### src/rtl/tbase_timer_unit.sv
module tbase_timer_unit #(
  parameter int DEC_W = 32
) (
  input  logic             clk,
  input  logic             rst_n,
  input  logic             tick,
  input  logic             wr_en,
  input  logic [2:0]       wr_addr,
  input  logic [31:0]      wr_data,
  output logic [63:0]      tb_q,
  output logic [17:0]      ctrl_q,
  output logic [5:0]       stat_q,
  output logic [DEC_W-1:0] dec_q,
  output logic [DEC_W-1:0] rld_q,
  output logic             wd_irq,
  output logic             dec_irq,
  output logic             fit_irq,
  output logic             checkstop,
  output logic             core_rst_req
);
  localparam int CW = 18;

  logic wr_ctrl, wr_stat, wr_dec, wr_rld, wr_tbl, wr_tbh, tb_wr;
  assign wr_ctrl = wr_en && wr_addr == 3'd0;
  assign wr_stat = wr_en && wr_addr == 3'd1;
  assign wr_dec  = wr_en && wr_addr == 3'd2;
  assign wr_rld  = wr_en && wr_addr == 3'd3;
  assign wr_tbl  = wr_en && wr_addr == 3'd4;
  assign wr_tbh  = wr_en && wr_addr == 3'd5;
  assign tb_wr   = wr_tbl || wr_tbh;

  logic [5:0] wd_sel, fit_sel;
  logic [1:0] rsc;
  logic wd_ie, dec_ie, fit_ie, arl;
  assign wd_sel  = ctrl_q[5:0];
  assign rsc     = ctrl_q[7:6];
  assign fit_sel = ctrl_q[13:8];
  assign wd_ie   = ctrl_q[14];
  assign dec_ie  = ctrl_q[15];
  assign fit_ie  = ctrl_q[16];
  assign arl     = ctrl_q[17];

  // time base and edge detection on the increment itself
  logic [63:0] tb_inc, rise;
  assign tb_inc = tb_q + 64'd1;
  assign rise   = (tick && !tb_wr) ? (tb_inc & ~tb_q) : 64'd0;

  logic wd_hit, fit_hit;
  assign wd_hit  = rise[~wd_sel];
  assign fit_hit = rise[~fit_sel];

  always_ff @(posedge clk or negedge rst_n) begin
    if (!rst_n)       tb_q <= '0;
    else if (wr_tbl)  tb_q <= {tb_q[63:32], wr_data};
    else if (wr_tbh)  tb_q <= {wr_data, tb_q[31:0]};
    else if (tick)    tb_q <= tb_inc;
  end

  // control: reset-control field is write-once
  logic [CW-1:0] ctrl_wv;
  always_comb begin
    ctrl_wv = wr_data[CW-1:0];
    if (rsc != 2'b00) ctrl_wv[7:6] = rsc;
  end

  always_ff @(posedge clk or negedge rst_n) begin
    if (!rst_n)        ctrl_q <= '0;
    else if (wr_ctrl)  ctrl_q <= ctrl_wv;
  end

  // decrementer
  logic dec_step, dec_hit;
  assign dec_step = tick && !wr_dec && dec_q != '0;
  assign dec_hit  = dec_step && dec_q == DEC_W'(1);

  always_ff @(posedge clk or negedge rst_n) begin
    if (!rst_n) begin
      dec_q <= '0;
      rld_q <= '0;
    end else begin
      if (wr_rld)         rld_q <= DEC_W'(wr_data);
      if (wr_dec)         dec_q <= DEC_W'(wr_data);
      else if (dec_hit)   dec_q <= arl ? rld_q : '0;
      else if (dec_step)  dec_q <= dec_q - DEC_W'(1);
    end
  end

  // watchdog escalation and status
  logic wd_next, wd_int, wd_act;
  assign wd_next = wd_hit && !stat_q[0];
  assign wd_int  = wd_hit && stat_q[0] && !stat_q[1];
  assign wd_act  = wd_hit && stat_q[0] && stat_q[1];

  logic [5:0] stat_n;
  always_comb begin
    stat_n = stat_q & ~(wr_stat ? wr_data[5:0] : 6'd0);
    if (wd_next) stat_n[0] = 1'b1;
    if (wd_int)  stat_n[1] = 1'b1;
    if (wd_act)  stat_n[3:2] = rsc;
    if (dec_hit) stat_n[4] = 1'b1;
    if (fit_hit) stat_n[5] = 1'b1;
  end

  always_ff @(posedge clk or negedge rst_n) begin
    if (!rst_n) begin
      stat_q       <= '0;
      checkstop    <= 1'b0;
      core_rst_req <= 1'b0;
    end else begin
      stat_q <= stat_n;
      if (wd_act && rsc == 2'b01) checkstop    <= 1'b1;
      if (wd_act && rsc == 2'b10) core_rst_req <= 1'b1;
    end
  end

  assign wd_irq  = stat_q[1] && wd_ie;
  assign dec_irq = stat_q[4] && dec_ie;
  assign fit_irq = stat_q[5] && fit_ie;

  a_r1_tb_step: assert property (@(posedge clk) disable iff (!rst_n)
    (tick && !tb_wr) |=> tb_q == $past(tb_q) + 64'd1);

  a_r6_rsc_locked: assert property (@(posedge clk) disable iff (!rst_n)
    (ctrl_q[7:6] != 2'b00) |=> ctrl_q[7:6] == $past(ctrl_q[7:6]));

  a_r4_chk_after_both: assert property (@(posedge clk) disable iff (!rst_n)
    $rose(checkstop) |-> $past(stat_q[1:0]) == 2'b11);

  a_r5_rrq_status: assert property (@(posedge clk) disable iff (!rst_n)
    $rose(core_rst_req) |-> stat_q[3:2] == 2'b10);

  a_r10_dec_parks: assert property (@(posedge clk) disable iff (!rst_n)
    (dec_q == '0 && !wr_dec) |=> dec_q == '0);

  a_r5_sticky: assert property (@(posedge clk) disable iff (!rst_n)
    (checkstop || core_rst_req) |=> (checkstop || core_rst_req));
endmodule

### config.mk
export PLATFORM = sky130hd
export DESIGN_NAME = tbase_timer_unit
export DESIGN_NICKNAME = d
export VERILOG_FILES = /design/src/rtl/tbase_timer_unit.sv
export SDC_FILE = /design/constraint.sdc
export NUM_CORES = 1
export LEC_CHECK = 0
export BUFFER_PORTS_ARGS = -buffer_cell sky130_fd_sc_hd__buf_2
export CORE_UTILIZATION = 45
export DETAILED_ROUTE_END_ITERATION = 10
export MAX_ROUTING_LAYER = met4
export PLACE_DENSITY = 0.72
export RECOVER_POWER = 25
export SYNTH_ARGS = -nofsm -noshare
export SYNTH_HDL_FRONTEND = slang
export SYNTH_SLANG_ARGS = --single-unit
### constraint.sdc
create_clock -name clk -period 4.9 [get_ports clk]
set_clock_uncertainty 0.05 [all_clocks]
set_input_delay 0.98 -clock clk [delete_from_list [all_inputs] [get_ports clk]]
set_output_delay 0.98 -clock clk [all_outputs]
set_load 0.01 [all_outputs]
==> summary.txt <==
Run status
  – Status: finished, violations left
  – Failing checks: design-rule violations, max-capacitance violations, max-slew violations

Cells and area
  – Final net count: 1346
  – Design Area, Final: 12000 um2
  – Fill count: 2032
  – Commonest non-fill, non-tap cell in the layout: buf_2
  – Multi-input logic area: 5810 um2
  – Fraction of layout cells with a size suffix above 1: 26.7%
  – Diodes inserted: 0
  – Non-Filler Instances: 1533
  – Register area: 3850 um2
  – Most frequent cells in the layout: buf_2 (193), dfrtp_1 (154), nor2_1 (115)
  – Area growth from synthesis to layout: 17.9%

Synth
  – Largest cells by area after synthesis: dfrtp_1 (38%), ha_1 (8.2%), a221o_1 (5.2%)
  – Cell taking the most area after synthesis: dfrtp_1
  – Number of synthesized flops with an enable pin: 0
  – Post-synth ARST share: 100%
  – Seq/Total Area, Yosys: 37.8%
  – Avg Inst Size Synth: 9.52 um2
  – Share of the synthesized area in the top cell type: 37.8%
  – Synth warn: 0
  – Net Count, Synth: 1178
  – Synth Flop Type: dfrtp_1
  – Mapped Area: 10200 um2
  – Synth Register Bits: 154
  – Number of library cell types mapped by synthesis: 70
  – Cells after Synth: 1072

Floorplan
  – Die X: 153 um
  – # rows: 54
  – Die span in y: 153 um
  – Die ar.: 23300 um2
  – Initial core utilization: 46.3%
  – Core Area: 22000 um2
  – # IOs: 196

CTS
  – CTS sink cnt: 154
  – CTS clk-pin slew, worst paths: 0.07 ns
  – H-tree depth: 4
  – Max clock buf depth: 2
  – # hold bufs at CTS: 0
  – CTS buffer count: 17
  – Post-CTS resize count: 0
  – CTS tree: built
  – Worst-Skew Late Latency: 0.43 ns
  – Setup repair bufs after CTS: 0
  – CTS root buf: clkbuf_16

Place
  – Post-DP HPWL: 25.2 mm
  – DP Cell Count: 1501
  – Placement Setup Slack: 1.03 ns
  – Area post-placement: 11500 um2
  – Routability congestion estimate: 0.957
  – I/O Buffers: 195

Pwr
  – Internal power: 2.99 mW
  – Sequential power share: 40.6%
  – Cell Pwr Density: 404 nW/um2
  – Sw Share: 38.6%
  – Leak: 5.58 nW
  – Combinational Power Share: 32.1%
  – Clock share of power: 27.2%
  – Net Sw Power: 1.88 mW
  – Peak supply drop: 0.232 mV

Detailed routing
  – Routed WL: 35.0 mm
  – Via count: 9759
  – DR vias/cell: 6.37
  – Initial DRC count: 951
  – DR WL/cell: 22.8 um
  – Pre-antenna DRT Iters: 8
  – Post-route DRC violation count: 14
  – Antenna viol nets, final: 0

Min path
  – Hold Crit Depth: 2
  – Hold Crit Class: flip-flop to flip-flop
  – Worst Hold End: core_rst_req$_DFFE_PN0P_
  – Hold_sp: core_rst_req$_DFFE_PN0P_

Setup path
  – Origin of the critical flop-to-flop path: tb_q[27]$_DFFE_PN0P_
  – CP max FO: 7
  – Ordered cell list for the critical path: nand3_1 > or4_1 > or4_1 > nand2b_1 > nor3_1 > ha_1 > mux2i_1 > a22oi_1 > nand4_1 > nand4_1 > a32oi_1 > o31ai_1
  – Arrival time worst endpoint: 4.21 ns
  – Critical Path Start Type: flip-flop
  – Cell at the slowest stage of the critical path: or4_1
  – Reg2Reg Capture Point: checkstop$_DFFE_PN0P_
  – Critical Path RT: 5.19 ns
  – Crit path capture type: flip-flop
  – Worst reg2reg path depth: 12
  – WS Path Type: flip-flop to flip-flop
  – Worst reg-to-reg setup slack: 0.98 ns
  – Max incr delay on CP: 0.68 ns

Global routing
  – Total track usage: 30.8%
  – GRT overflow: 0
  – Pin count of the biggest net entering global routing: 107
  – Vias in the first global route: 9104
  – Initial antenna violation count: 0
  – First-pass GRT wire length: 53.5 mm

STA
  – Fmax: 255 MHz
  – Period utilization: 80.1%
  – Setup TNS: 0 ns
  – Hold WS: 0.444 ns
  – Max Slew Vio Count: 140
  – Final Hold Viols: 0
  – Final WS setup: 0.976 ns
  – Relative slew margins: -87.3%
  – Final setup viols: 0
  – Worst-Margin Slew: 2.81 ns
  – RSZ-0062 raised after global routing: no
  – Final min period: 3.92 ns

Flow run
  – Max-cap violations: 2
==> synthesized netlist by cell type, types with 5 or more instances <==
master and n:
xor2_1 7, a22oi_1 11, a221oi_1 16, a21o_1 5, a211oi_1 11, and3_1 13
nor2_1 118, a221o_1 53, o21ai_0 34, mux2_2 47, mux4_2 23, nand4_1 15
mux2i_1 27, or3_1 6, o31ai_1 5, nor4_1 18, or4_1 5, nor3_1 40
xnor2_1 9, a31oi_1 8, nand3_1 29, a21oi_1 38, ha_1 67, clkbuf_1 52
nand2_1 68, o21ai_1 13, inv_1 86, dfrtp_1 154, and2_1 7, or2_2 6
buf_2 8
==> critical path: cells and delay by family, from the launching register on <==
kind,cells,cell delay [ns]
AO/OA/AOI/OAI,3,0.62
adder cells (fa/ha/maj),1,0.20
multiplexers,1,0.07
flip-flops,1,0.40
AND/OR/NAND/NOR,7,2.48
==> power by group through the flow <==
stage	clock (mW)	sequential (mW)	combinational [mW]
finish	1.33	1.98	1.56
detailed placement	0	1.99	1.55
global route	1.39	2.02	1.70
CTS	1.33	1.96	1.56
floorplan	0	1.98	0.838
global placement	0	1.97	1.53
==> stage by stage <==
stage	utilization, %	power [mW]
global route	54.6	5.10
detailed placement	52.1	3.53
global placement	52.1	3.50
floorplan	-	2.82
finish	54.6	4.87
CTS	54.7	4.85
==> cells by family after synthesis <==
family	count (synthesis)	share of synthesized area [%]
simple gates	354	17.0
flops	154	37.8
buf+inv	152	5.80
compound gates	232	17.0
fa+ha+maj	67	8.21
xor+xnor	16	1.37
mux	97	12.9
==> layer usage <==
metal,vias up,wire [um],track usage [%]
li1,4320,-,-
met1,4849,14900,41.9
met2,537,16000,46.1
met3,53,3290,6.23
met4,0,796,9.52
met5,-,0,-
==> state kept, by name (all words and copies together) (netlist names) <==
signal / cells
tb_q: 64
dec_q: 32
rld_q: 32
ctrl_q: 18
stat_q: 6
checkstop: 1
core_rst_req: 1
==> layout make-up <==
class	instances	share of cell area, %
clock buffers	21	3.91
well taps	280	2.91
clock inverters	11	0.946
flip-flops and latches	154	32.0
inverters	86	2.68
repair buffers	215	9.26
multi-input cells	766	48.3
==> worst max-delay path by stage <==
stage	startpoint	end	slack [ns]	cells past startpoint
after floorplan	tb_q[28]$_DFFE_PN0P_	checkstop$_DFFE_PN0P_	1.57	13
after global placement	tb_q[26]$_DFFE_PN0P_	checkstop$_DFFE_PN0P_	1.15	12
after detailed placement	tb_q[27]$_DFFE_PN0P_	checkstop$_DFFE_PN0P_	1.03	12
after CTS	tb_q[27]$_DFFE_PN0P_	checkstop$_DFFE_PN0P_	1.04	12
after global routing	rst_n	tb_q[1]$_DFFE_PN0P_	0.55	2
final	tb_q[27]$_DFFE_PN0P_	checkstop$_DFFE_PN0P_	0.98	12
No activity file was read; power rests on OpenSTA's default activity.
